## config.mk

```make
export PLATFORM = sky130hd
export DESIGN_NAME = spi_rate_gen
export DESIGN_NICKNAME = d
export VERILOG_FILES = /design/src/rtl/spi_rate_pkg.sv /design/src/rtl/spi_rate_cfg.sv /design/src/rtl/spi_rate_cnt.sv /design/src/rtl/spi_rate_gen.sv
export SDC_FILE = /design/constraint.sdc
export NUM_CORES = 1
export LEC_CHECK = 0
export ABC_CLOCK_PERIOD_IN_PS = 2400
export BUFFER_PORTS_ARGS = -buffer_cell sky130_fd_sc_hd__buf_2
export CAP_MARGIN = 20
export CORE_MARGIN = 2
export CORE_UTILIZATION = 35
export CTS_BUF_LIST = sky130_fd_sc_hd__clkbuf_16
export DETAILED_ROUTE_END_ITERATION = 10
export PLACE_DENSITY = 0.57
export SYNTH_ARGS = -nofsm -noshare
export SYNTH_HDL_FRONTEND = slang
export SYNTH_HIERARCHICAL = 1
export SYNTH_SLANG_ARGS = --single-unit
```

## constraint.sdc

```tcl
create_clock -name clk -period 2.4 [get_ports clk]
set_input_delay 0.24 -clock clk [delete_from_list [all_inputs] [get_ports clk]]
set_output_delay 0.24 -clock clk [all_outputs]
set_load 0.05 [all_outputs]
```

## src/rtl/spi_rate_pkg.sv

```systemverilog
package spi_rate_pkg;

  // Width of the coarse select code and of the largest coarse factor
  localparam int SEL_W = 3;
  localparam int PSC_W = 13;

  // Coarse prescale factor. Fast mode overrides the table with 1.
  function automatic logic [PSC_W-1:0] coarse_factor(input logic [SEL_W-1:0] sel,
                                                      input logic fast_mode);
    logic [PSC_W-1:0] f;
    if (fast_mode) begin
      f = PSC_W'(1);
    end else begin
      case (sel)
        3'd0:    f = PSC_W'(2);
        3'd1:    f = PSC_W'(4);
        3'd2:    f = PSC_W'(8);
        3'd3:    f = PSC_W'(64);
        3'd4:    f = PSC_W'(128);
        3'd5:    f = PSC_W'(1024);
        3'd6:    f = PSC_W'(2048);
        default: f = PSC_W'(4096);
      endcase
    end
    return f;
  endfunction

endpackage

```

## src/rtl/spi_rate_cfg.sv

```systemverilog
module spi_rate_cfg #(
  parameter int DIV_W = 4,
  localparam int CNT_W = spi_rate_pkg::PSC_W + DIV_W,
  localparam int CFG_W = spi_rate_pkg::SEL_W + DIV_W + 1
) (
  input  logic                          clk,
  input  logic                          rst_n,
  input  logic                          fast,
  input  logic [spi_rate_pkg::SEL_W-1:0] psel,
  input  logic [DIV_W-1:0]              fdiv,
  output logic [CNT_W-1:0]              period,
  output logic                          cfg_chg
);
  import spi_rate_pkg::*;

  logic [CFG_W-1:0] cfg_now;
  logic [CFG_W-1:0] cfg_q;
  logic [DIV_W:0]   fine_mult;

  assign cfg_now   = {fast, psel, fdiv};
  assign fine_mult = {1'b0, fdiv} + 1'b1;
  assign period    = CNT_W'(coarse_factor(psel, fast)) * CNT_W'(fine_mult);

  // Snapshot of the settings seen at the previous edge
  always_ff @(posedge clk or negedge rst_n) begin
    if (!rst_n) cfg_q <= '0;
    else        cfg_q <= cfg_now;
  end

  assign cfg_chg = (cfg_now != cfg_q);

endmodule

```

## src/rtl/spi_rate_cnt.sv

```systemverilog
module spi_rate_cnt #(
  parameter int CNT_W = 17
) (
  input  logic             clk,
  input  logic             rst_n,
  input  logic             run,
  input  logic             restart,
  input  logic [CNT_W-1:0] period,
  output logic [CNT_W-1:0] cnt,
  output logic             wrap,
  output logic             tick
);

  assign wrap = (cnt == period - CNT_W'(1));

  always_ff @(posedge clk or negedge rst_n) begin
    if (!rst_n) begin
      cnt  <= '0;
      tick <= 1'b0;
    end else if (!run || restart) begin
      cnt  <= '0;
      tick <= 1'b0;
    end else if (wrap) begin
      cnt  <= '0;
      tick <= 1'b1;
    end else begin
      cnt  <= cnt + CNT_W'(1);
      tick <= 1'b0;
    end
  end

endmodule

```

## src/rtl/spi_rate_gen.sv

```systemverilog
module spi_rate_gen #(
  parameter int DIV_W = 4
) (
  input  logic                           clk,
  input  logic                           rst_n,
  input  logic                           en,
  input  logic                           busy,
  input  logic                           fast,
  input  logic [spi_rate_pkg::SEL_W-1:0] psel,
  input  logic [DIV_W-1:0]               fdiv,
  output logic                           tick
);
  localparam int CNT_W = spi_rate_pkg::PSC_W + DIV_W;

  // Named internal events, also used by the checker
  logic             run;
  logic             cfg_chg;
  logic             wrap;
  logic [CNT_W-1:0] period;
  logic [CNT_W-1:0] cnt;

  assign run = en & busy;

  spi_rate_cfg #(.DIV_W(DIV_W)) u_cfg (
    .clk     (clk),
    .rst_n   (rst_n),
    .fast    (fast),
    .psel    (psel),
    .fdiv    (fdiv),
    .period  (period),
    .cfg_chg (cfg_chg)
  );

  spi_rate_cnt #(.CNT_W(CNT_W)) u_cnt (
    .clk     (clk),
    .rst_n   (rst_n),
    .run     (run),
    .restart (cfg_chg),
    .period  (period),
    .cnt     (cnt),
    .wrap    (wrap),
    .tick    (tick)
  );

endmodule

```

After elaboration in Yosys (flattened, before gate mapping)
Cells that the tools add are included.

Flip-flop bits (word level): 26. Output and inout bits: 1. Word-level logic and storage cells: 25.

Add/sub/neg operators: 3. Bitwise gates (word level): 1. Eq/ne operators: 8. Reduce and logical (&&, ||, !) cells: 3. Muxes and demuxes: 6. Multiply operators: 1.

Operator list (number): $pmux W13 S7 (1); $mux W17 (2); $add A17 B1 Y17 const B (1); $eq A17 B17 Y1 (1); $mul A13 B5 Y17 (1); $sub A17 B1 Y17 const B (1); $mux W13 (1); $eq A3 B3 Y1 const B (3); $ne A8 B8 Y1 (1); $eq A3 B2 Y1 const B (2); $add A4 B1 Y5 const B (1); $eq A3 B1 Y1 const B (1); $logic_not A3 Y1 (1); $mux W1 (2); $and A1 B1 Y1 (1); $logic_not A1 Y1 (1); $logic_or A1 B1 Y1 (1).

Longest topological paths before layout
Gate-level depths: netlist of run 1.

Depth after elaboration: 8. Gate-level depth with buffers: 22. Gate-level depth less buffers: 20.

Modules after synthesis
Netlist of run 1, hierarchy kept.

Modules (own cells, without submodules): spi_rate_cfg (area each 1969.4 um^2, sequential area each 200.2 um^2, cells an instance 242, times used 1); spi_rate_cnt (area each 1584.0 um^2, sequential area each 450.4 um^2, cells an instance 194, times used 1); spi_rate_gen (area each 6.3 um^2, sequential area each 0.0 um^2, cells an instance 1, times used 1).

Worst setup path after synthesis of run 1
No wires, ideal clock.

Kind: input-to-reg. Start point: input fdiv[0]. End point: register u_cnt.cnt[10]. Stages: 18. Required time: 2.284 ns. Data arrival time: 5.085 ns. Setup slack: -2.801 ns. Library setup time: 0.116 ns. Buffers on the path: 1. Cell sequence: ha_1 > xnor2_1 > or2_2 > fa_1 > fa_1 > inv_1 > ha_1 > ha_1 > a21o_1 > a21oi_2 > nand2_1 > xor2_1 > nor4_2 > a21oi_1 > or4b_4 > nor4_4 > buf_6 > nor2_1.

Word-level cells in the longest chain between the ends: 6. Elaborated cells on any way between the ends: 8. Classes of those cells: add/sub: 2; mul: 1; eq/ne: 2; mux: 2; reduce/logical: 1.

RTL lines: start: declaration (line spi_rate_gen.sv:10) `input logic [DIV_W-1:0] fdiv,`; $add A4 B1 Y5 (line spi_rate_cfg.sv:21) `assign fine_mult = {1'b0, fdiv} + 1'b1;`; $mul A13 B5 Y17 (line spi_rate_cfg.sv:22) `assign period = CNT_W'(coarse_factor(psel, fast)) * CNT_W'(fine_mult);`; named net period[7] (line spi_rate_gen.sv:19) `logic [CNT_W-1:0] period;`; $sub A17 B1 Y17 (line spi_rate_cnt.sv:14) `assign wrap = (cnt == period - CNT_W'(1));`; $eq A17 B17 Y1 (line spi_rate_cnt.sv:14); $mux W17 (line spi_rate_cnt.sv:23) `end else if (wrap) begin`; $mux W17 (line spi_rate_cnt.sv:20) `end else if (!run || restart) begin`; end signal: assignment (line spi_rate_cnt.sv:27) `cnt <= cnt + CNT_W'(1);`; end: declaration (line spi_rate_cnt.sv:9) `output logic [CNT_W-1:0] cnt,`.

The timed path passes the listed nets, and every way through them passes these cells.

Worst setup path after layout of run 1
Start point: input fdiv[0]. End point: register u_cnt.tick.

Word-level cells in the longest chain between the ends: 6. Elaborated cells on any way between the ends: 8. Classes of those cells: add/sub: 2; mul: 1; eq/ne: 2; mux: 2; reduce/logical: 1.

RTL lines: $add A4 B1 Y5 (line spi_rate_cfg.sv:21); $mul A13 B5 Y17 (line spi_rate_cfg.sv:22); named net period[11] (line spi_rate_gen.sv:19); $sub A17 B1 Y17 (line spi_rate_cnt.sv:14); $eq A17 B17 Y1 (line spi_rate_cnt.sv:14); $mux W1 (line spi_rate_cnt.sv:23); $mux W1 (line spi_rate_cnt.sv:20); end signal: assignment (line spi_rate_cnt.sv:19) `tick <= 1'b0;`; end signal: assignment (line spi_rate_cnt.sv:22) `tick <= 1'b0;`; end signal: assignment (line spi_rate_cnt.sv:25) `tick <= 1'b1;`; end: declaration (line spi_rate_cnt.sv:11) `output logic tick`.

The timed path passes the listed nets, and every way through them passes these cells.

==> results.py, run 1 <==
metrics = {
    "logic_synthesis": {
        "synth_cells": 427,
        "yosys_warnings": 6,
        "avgSynthCellArea_um2": 8.190,
        "syn_area_um2": 3497,
        "syn-num-nets": 494,
    },
    "power": {
        "p_sw_share_pct": 30.09,
        "combPwrFrac_pct": 40.8,
        "pwr-share-seq_pct": 33.0,
        "vdd_ir_drop_max_mv": 0.2623,
        "switchingPower_uw": 408.7,
        "p_clk_share_pct": 26.2,
        "p_per_area_nw_per_um2": 269.4,
        "power.internal_uw": 949.5,
        "leakage_nw": 2.489,
    },
    "critical_path": {
        "critPathMaxFanout": 5,
        "cp-start-kind": "input port",
        "crit_required_ns": 2.59,
        "slowest_delay_ns": 0.54,
        "cp-end-kind": "register",
        "cpMostUsedCell": "ha_4",
        "crit_type": "input port to register",
        "cp_cell_sequence": "buf_8, ha_4, xnor2_4, or2_4, fa_1, fa_2, inv_2, ha_4, ha_4, a21o_1, a21oi_4, a211oi_4, buf_4, a311oi_1, buf_4, nor4_4, nand4_1, xnor2_1, nand4_1, nor4_4, buf_6, buf_12, and2_4",
        "cp_slowest_cell": "fa_2",
        "critPathArrivalTime_ns": 4.95,
    },
    "clock_network": {
        "numCtsBuffers": 3,
        "tritoncts": "done",
        "ctsHoldBuffers": 0,
        "htree_num_levels": 1,
        "clkTransAtPathRegs_ns": 0.06,
        "cts_sinks": 26,
        "clk_latency_ns": 0.25,
        "root_buffer": "clkbuf_16",
        "cts_buffer_depth": 2,
    },
    "final_layout": {
        "mostFrequentLayoutCells": "buf_4, nor2_1, nand2_1, ha_1, xnor2_1",
        "drive_gt1_share_pct": 36.73,
        "final_util_pct": 51.81,
        "final_common_cell": "buf_4",
        "area_growth_pct": 44.15,
        "final_area_um2": 5041,
        "antennaDiodeCount": 0,
        "nNetsFinal": 608,
    },
    "sta": {
        "max_slew_margin_pct": 61.89,
        "hold_ws_ns": -0.02193,
        "rsz0062_at_grt": "true",
        "hold_viol": 26,
        "finalSetupViolations": 18,
        "fin_skew_ns": 0.004207,
        "fmax_mhz": 210.1,
        "drv_slew": 0,
        "period_minus_slack_ns": 4.760,
        "finalCritPeriodShare_pct": 198.3,
        "worst_slew_pin_slew_ns": 0.5717,
        "fin_ws_ns": -2.360,
    },
    "die": {
        "die_y_um": 104.0,
        "fp.dieW_um": 104.0,
        "ios": 13,
        "initial_core_util_pct": 35.94,
        "core_um2": 9729,
        "die_area_um2": 10810,
        "rows": 36,
    },
    "placed_design": {
        "place_area_um2": 4544,
        "gp_congestion": 0.8174,
        "port_buffers": 12,
        "hpwl_mm": 7.215,
    },
    "route": {
        "drt_first_pass_iters": 4,
        "routed_wirelength_mm": 9.188,
        "drt_iter0_drc": 138,
        "dr_total_vias": 3335,
        "via_per_inst": 4.963,
        "wl_per_cell_um": 13.67,
        "antenna_left": 0,
        "drc": 0,
    },
    "grt": {
        "grt_pass1_wl_mm": 15.04,
        "gr-usage-all-layers_pct": 16.40,
        "antenna_found_initial": 0,
        "overflow": 0,
        "grt_pass1_vias": 3264,
        "grt_max_degree": 27,
    },
    "outcome": {
        "violations": "hold timing, setup timing",
        "status": "finished, violations left",
    },
    "job": {
        "maxCapViolCount": 0,
    },
    "worst_hold_path": {
        "hold_class": "input port to asynchronous set/reset pin",
    },
}
## final timing paths
kind	slack, ns	from	cells after the start	end
max in group asynchronous	2.04	rst_n	1	u_cnt/cnt[13]$_DFF_PN0_
worst min-delay path	-0.02	rst_n	1	u_cnt/cnt[2]$_DFF_PN0_
worst min register to register	0.53	u_cnt/cnt[0]$_DFF_PN0_	1	u_cnt/cnt[0]$_DFF_PN0_
worst max-delay path	-2.36	fdiv[0]	23	u_cnt/tick$_DFF_PN0_
min in group clk	0.21	fdiv[1]	2	u_cfg/cfg_q[1]$_DFF_PN0_
worst max register to register	0.29	u_cnt/cnt[3]$_DFF_PN0_	8	u_cnt/tick$_DFF_PN0_
## worst max-delay path, delay by kind of cell
kind | cells | cell delay (ns)
XOR/XNOR | 2 | 0.39
adder cells (fa/ha/maj) | 5 | 1.63
AND/OR/NAND/NOR | 6 | 1.36
AO/OA/AOI/OAI | 4 | 0.56
buffers and inverters | 6 | 0.77
## final cells by class
type / count / area (um2)
clock buffer: 3 / 75.07
fill: 920 / 4688
inverter: 27 / 101.3
multi-input combinational: 363 / 3087
sequential: 26 / 650.6
tap: 133 / 166.4
timing repair buffer: 120 / 960.9
## sequential cells by signal, indices dropped and copies added, names as in the netlist
name	cells
u_cnt/cnt	17
u_cfg/cfg_q	8
u_cnt/tick	1
## power by group through the flow
| stage | registers (mW) | logic (mW) | clock network [mW] |
|---|---|---|---|
| 3_5_place_dp | 0.456 | 0.504 | 0 |
| 3_3_place_gp | 0.456 | 0.494 | 0 |
| 4_1_cts | 0.448 | 0.512 | 0.365 |
| 5_1_grt | 0.449 | 0.606 | 0.380 |
| 2_1_floorplan | 0.456 | 0.291 | 0 |
| 6_report | 0.448 | 0.554 | 0.356 |
## what timing repair did
item / in CTS / in global routing
pin swaps: 3 / 28
setup buffers: 0 / 8
gates cloned: 0 / 3
gates resized for setup: 5 / 74
endpoints found under the setup margin: 18 / 18
## per-layer routing
| metal | routed length (um) | share of wire [%] | vias to the layer above | global-route usage [%] |
|---|---|---|---|---|
| li1 | - | - | 1690 | - |
| met1 | 4492 | 49 | 1623 | 22.65 |
| met2 | 4600 | 50 | 20 | 29.32 |
| met3 | 62 | 0.67 | 2 | 0.7519 |
| met4 | 34 | 0.37 | 0 | 1.737 |
| met5 | 0 | 0 | - | 0 |
## stage by stage
step / hold WS, ns / TNS, ns / std cells / worst slack (ns) / power (mW)
2_1_floorplan: -0.05559 / -38.83 / 427 / -2.206 / 0.7469
3_3_place_gp: 0.2676 / -48.55 / 658 / -2.731 / 0.9499
5_1_grt: 0.02184 / -43.91 / 672 / -2.461 / 1.435
4_1_cts: 0.001775 / -40.83 / 661 / -2.312 / 1.325
3_5_place_dp: 0.2715 / -48.44 / 658 / -2.729 / 0.9598
6_report: -0.02193 / -42.08 / 672 / -2.360 / 1.358
Note: power is estimated with default switching activity, not from simulation.
==> run 2, diff against run 1 <==
Settings changed: MAX_ROUTING_LAYER from default to met4.
==> run 2 against run 1 <==
  * Critical path depth unchanged
  * Register-to-register slack about the same
  * Cell area unchanged
  * Flip-flop and latch count unchanged
  * Largest cell class unchanged
  * Clock power about the same
  * Worst setup slack got worse by 0.0027 ns
  * The run still ends with hold timing, setup timing left
  * Core utilization unchanged
  * Power decreased by 0.19%
  * Non-clock buffer count unchanged
  * Combinational power about the same
  * Die area unchanged
  * Global-route usage increased by 0.48 points
==> results.py, run 2 (synthesized netlist as in run 1, its figures left out) <==
metrics = {
    "sta": {
        "hold_ws_ns": -0.02109,
        "drv_slew": 0,
        "period_minus_slack_ns": 4.763,
        "finalSetupTns_ns": -42.13,
        "finalCritPeriodShare_pct": 198.5,
        "fmax_mhz": 210.0,
        "hold_viol": 26,
        "fin_ws_ns": -2.363,
        "worst_slew_pin_slew_ns": 0.5746,
        "max_slew_margin_pct": 61.69,
        "fin_skew_ns": 0.005151,
        "finalSetupViolations": 18,
        "rsz0062_at_grt": "true",
    },
    "route": {
        "via_per_inst": 4.996,
        "drt_iter0_drc": 90,
        "wl_per_cell_um": 13.63,
        "routed_wirelength_mm": 9.162,
        "drt_first_pass_iters": 4,
        "dr_total_vias": 3357,
        "drc": 0,
        "antenna_left": 0,
    },
    "die": {
        "rows": 36,
        "die_area_um2": 10810,
        "fp.dieW_um": 104.0,
        "die_y_um": 104.0,
        "initial_core_util_pct": 35.94,
        "ios": 13,
        "core_um2": 9729,
    },
    "grt": {
        "grt_pass1_vias": 3259,
        "grt_pass1_wl_mm": 15.08,
        "antenna_found_initial": 0,
        "overflow": 0,
        "gr-usage-all-layers_pct": 16.88,
        "grt_max_degree": 27,
    },
    "critical_path": {
        "critPathArrivalTime_ns": 4.96,
        "cpMostUsedCell": "ha_4",
        "rr_worst_depth": 8,
        "cp_cell_sequence": "buf_8, ha_4, xnor2_4, or2_4, fa_1, fa_2, inv_2, ha_4, ha_4, a21o_1, a21oi_4, a211oi_4, buf_4, a311oi_1, buf_4, nor4_4, nand4_1, xnor2_1, nand4_1, nor4_4, buf_6, buf_12, and2_4",
        "rrSetupSlack_ns": 0.29,
        "cp-startpoint": "fdiv[0]",
        "cp_slowest_cell": "fa_2",
        "r2r_end": "u_cnt/tick$_DFF_PN0_",
        "crit_type": "input port to register",
        "cp-end-kind": "register",
        "cp-start-kind": "input port",
        "crit_required_ns": 2.59,
        "r2r_start": "u_cnt/cnt[3]$_DFF_PN0_",
        "critPathMaxFanout": 5,
        "slowest_delay_ns": 0.54,
    },
    "outcome": {
        "status": "finished, violations left",
        "violations": "hold timing, setup timing",
    },
    "placed_design": {
        "place_area_um2": 4544,
        "hpwl_mm": 7.215,
        "port_buffers": 12,
        "gp_congestion": 0.8296,
    },
    "power": {
        "power.total_mw": 1.356,
        "leakage_nw": 2.489,
        "vdd_ir_drop_max_mv": 0.2608,
        "p_per_area_nw_per_um2": 268.9,
    },
    "final_layout": {
        "final_area_um2": 5041,
        "n_fill_cell": 920,
        "top_register": "u_cnt/cnt",
        "regArea_um2": 650.6,
        "final_util_pct": 51.81,
        "area_growth_pct": 44.15,
        "final_common_cell": "buf_4",
        "mostFrequentLayoutCells": "buf_4, nor2_1, nand2_1, ha_1, xnor2_1",
        "antennaDiodeCount": 0,
        "largest_reg_flops": 17,
        "top_regs": "u_cnt/cnt (17), u_cfg/cfg_q (8), u_cnt/tick (1)",
        "drive_gt1_share_pct": 36.73,
        "multi_input_area_um2": 3087,
        "nNetsFinal": 608,
    },
    "worst_hold_path": {
        "hold_class": "input port to asynchronous set/reset pin",
    },
    "clock_network": {
        "tritoncts": "done",
        "clkTransAtPathRegs_ns": 0.06,
        "root_buffer": "clkbuf_16",
        "cts_buffer_depth": 2,
        "cts_sinks": 26,
        "htree_num_levels": 1,
        "clk_latency_ns": 0.25,
        "numCtsBuffers": 3,
    },
    "job": {
        "maxCapViolCount": 0,
    },
}
## run 2: cell counts in the layout (fill, tap and decap cells not counted)
Identical to the previous run, type by type.
## run 2: how the worst max path moves through the flow
stage | to | slack [ns] | cells past startpoint
final | u_cnt/tick$_DFF_PN0_ | -2.36 | 23
after global routing | u_cnt/cnt[7]$_DFF_PN0_ | -2.46 | 22
after CTS | u_cnt/tick$_DFF_PN0_ | -2.31 | 23
after detailed placement | u_cnt/tick$_DFF_PN0_ | -2.73 | 22
after global placement | u_cnt/tick$_DFF_PN0_ | -2.73 | 22
after floorplan | u_cnt/cnt[10]$_DFF_PN0_ | -2.21 | 20
## run 2: worst max-delay path, delay by kind of cell
family	cells	cell delay (ns)
adders and majority gates	5	1.63
and+or+nand+nor	6	1.36
buffers and inverters	6	0.77
AOI/OAI and AO/OA	4	0.56
xor gates and xnor gates	2	0.39
## run 2: per-layer routing
metal	global-route usage, %	vias up	share of wire [%]
li1	-	1689	-
met3	0.7519	4	1.2
met1	22.73	1638	48
met2	29.28	26	50
met5	-	-	0
met4	1.737	0	0.23
## run 2: cell type report
cell class	instances	share of cell area [%]
tap	133	3.301
sequential	26	12.91
clock buffer	3	1.489
inverter	27	2.010
multi-input combinational	363	61.23
timing repair buffer	120	19.06
## run 2: timing repair
item,4_1_cts,5_1_grt
cloned,0,3
pin swaps,3,28
gates resized for setup,5,74
buffers inserted,0,8
hold buffers,0,0
setup endpoints to repair,18,18
## run 2: through the flow
step | std cells | setup WS, ns
3_3_place_gp | 658 | -2.731
6_report | 672 | -2.363
3_5_place_dp | 658 | -2.729
2_1_floorplan | 427 | -2.206
4_1_cts | 661 | -2.312
5_1_grt | 672 | -2.461
## run 2: report_power, final
part,internal (mW),total [mW],switching (mW)
Combinational,0.284,0.553,0.269
Sequential,0.445,0.448,0.00290
Clock,0.220,0.354,0.134
Total,0.949,1.36,0.406
==> run 3, diff against run 2 <==
Settings changed: BUFFER_PORTS_ARGS -buffer_cell sky130_fd_sc_hd__buf_2 to -buffer_cell sky130_fd_sc_hd__clkbuf_2.
==> run 3 against run 2 <==
  * The run still ends with hold timing, setup timing left
  * Via count down 0.12%
  * Critical path depth shrank 1
  * Critical path type unchanged
  * Largest cell class unchanged
  * Core utilization rose by 0.26 points
==> results.py, run 3 (synthesized netlist as in run 1, its figures left out) <==
metrics = {
    "outcome": {
        "status": "finished, violations left",
        "violations": "hold timing, setup timing",
    },
    "clock_network": {
        "tritoncts": "done",
        "cts_buffer_depth": 2,
        "numCtsBuffers": 3,
        "clkTransAtPathRegs_ns": 0.07,
        "root_buffer": "clkbuf_16",
        "cts_sinks": 26,
        "htree_num_levels": 1,
        "clk_latency_ns": 0.26,
    },
    "power": {
        "power.internal_mw": 1.056,
        "p_clk_share_pct": 32.5,
        "leakage_nw": 2.510,
        "pwr-share-seq_pct": 30.3,
        "switchingPower_uw": 423.2,
        "p_sw_share_pct": 28.61,
        "combPwrFrac_pct": 37.2,
        "p_per_area_nw_per_um2": 292.0,
        "vdd_ir_drop_max_mv": 0.2382,
    },
    "route": {
        "routed_wirelength_mm": 9.297,
        "via_per_inst": 4.975,
        "drc": 0,
        "antenna_left": 0,
        "drt_iter0_drc": 132,
        "drt_first_pass_iters": 5,
        "wl_per_cell_um": 13.79,
        "dr_total_vias": 3353,
    },
    "final_layout": {
        "area_growth_pct": 44.87,
        "n_fill_cell": 933,
        "largest_reg_flops": 17,
        "final_area_um2": 5066,
        "top_regs": "u_cnt/cnt (17), u_cfg/cfg_q (8), u_cnt/tick (1)",
        "mostFrequentLayoutCells": "buf_4, nor2_1, nand2_1, ha_1, xnor2_1",
        "instances_no_fill": 674,
        "antennaDiodeCount": 0,
        "final_common_cell": "buf_4",
        "nNetsFinal": 609,
        "drive_gt1_share_pct": 36.04,
        "top_register": "u_cnt/cnt",
    },
    "critical_path": {
        "rrSetupSlack_ns": 0.27,
        "crit_required_ns": 2.55,
        "crit_family": "adder cells",
        "cp-start-kind": "input port",
        "slowest_delay_ns": 0.55,
        "critPathMaxFanout": 5,
        "r2r_start": "u_cnt/cnt[3]$_DFF_PN0_",
        "cp_slowest_cell": "fa_2",
        "cpMostUsedCell": "ha_4",
        "critPathArrivalTime_ns": 4.87,
        "cp-end-kind": "register",
        "crit_buf_inv": 4,
        "crit_type": "input port to register",
        "cp_cell_sequence": "buf_8, ha_4, xnor2_4, or2_4, fa_1, fa_2, inv_2, ha_4, ha_4, a21o_1, a21oi_4, a211oi_4, o311ai_2, a221o_1, nor4_2, nand4_1, xnor2_1, nand4_1, nor4_4, buf_6, clkbuf_16, nor2_1",
        "r2r_end": "u_cnt/cnt[14]$_DFF_PN0_",
        "rr_worst_depth": 8,
    },
    "die": {
        "die_area_um2": 10810,
        "ios": 13,
        "die_y_um": 104.0,
        "fp.dieW_um": 104.0,
        "initial_core_util_pct": 35.94,
        "core_um2": 9729,
        "rows": 36,
    },
    "sta": {
        "drv_slew": 0,
        "fin_ws_ns": -2.321,
        "hold_ws_ns": -0.004992,
        "worst_slew_pin_slew_ns": 0.6617,
        "finalSetupViolations": 18,
        "fin_skew_ns": 0.01264,
        "finalSetupTns_ns": -41.44,
        "rsz0062_at_grt": "true",
        "finalCritPeriodShare_pct": 196.7,
        "hold_viol": 15,
        "max_slew_margin_pct": 55.89,
        "fmax_mhz": 211.8,
        "period_minus_slack_ns": 4.721,
    },
    "grt": {
        "overflow": 0,
        "gr-usage-all-layers_pct": 17.38,
        "antenna_found_initial": 0,
        "grt_pass1_wl_mm": 15.61,
        "grt_max_degree": 27,
        "grt_pass1_vias": 3408,
    },
    "placed_design": {
        "port_buffers": 12,
        "hpwl_mm": 7.189,
        "gp_congestion": 0.8725,
        "dp_cells": 657,
        "place_area_um2": 4537,
    },
    "worst_hold_path": {
        "hold_class": "input port to asynchronous set/reset pin",
    },
    "job": {
        "maxCapViolCount": 0,
    },
}
[run 3: layer usage]
layer | routed length (um) | track usage (%)
met1 | 4470 | 23.57
met3 | 117 | 0.7519
met5 | 0 | -
met4 | 59 | 2.896
met2 | 4649 | 29.42
[run 3: how the worst max path moves through the flow]
stage,startpoint,to,depth (start not counted)
floorplan,fdiv[1],u_cnt/cnt[10]$_DFF_PN0_,20
global placement,psel[2],u_cnt/tick$_DFF_PN0_,21
detailed placement,fdiv[1],u_cnt/tick$_DFF_PN0_,22
CTS,fdiv[1],u_cnt/tick$_DFF_PN0_,22
global route,psel[1],u_cnt/cnt[15]$_DFF_PN0_,23
finish,fdiv[0],u_cnt/cnt[14]$_DFF_PN0_,22
[run 3: metrics by stage]
step / worst slack (ns) / power (mW) / utilization [%]
2_1_floorplan: -2.206 / 0.7469 / -
3_3_place_gp: -2.589 / 0.9417 / 46.63
3_5_place_dp: -2.577 / 0.9504 / 46.63
4_1_cts: -2.262 / 1.441 / 47.79
5_1_grt: -2.571 / 1.567 / 52.07
6_report: -2.321 / 1.479 / 52.07
[run 3: timing repair]
item | CTS | global route
resized for setup | 3 | 71
pin swaps | 4 | 25
setup endpoints to repair | 18 | 18
hold buffers | 0 | 0
setup buffers | 0 | 10
gates cloned | 0 | 3
[run 3: power by group through the flow]
stage          Sequential (mW)  Combinational (mW)  Clock [mW]
3_3_place_gp             0.456               0.486           0
5_1_grt                  0.448               0.606       0.512
4_1_cts                  0.448               0.500       0.493
3_5_place_dp             0.456               0.494           0
2_1_floorplan            0.456               0.291           0
6_report                 0.448               0.550       0.481
[run 3: cell type report]
type	instances	area, um2	share of cell area, %
clock inverter	1	30.03	0.5927
clock buffer	3	75.07	1.482
inverter	27	101.3	2.000
timing repair buffer	121	968.4	19.12
multi-input combinational	363	3074	60.68
tap	133	166.4	3.285
sequential	26	650.6	12.84
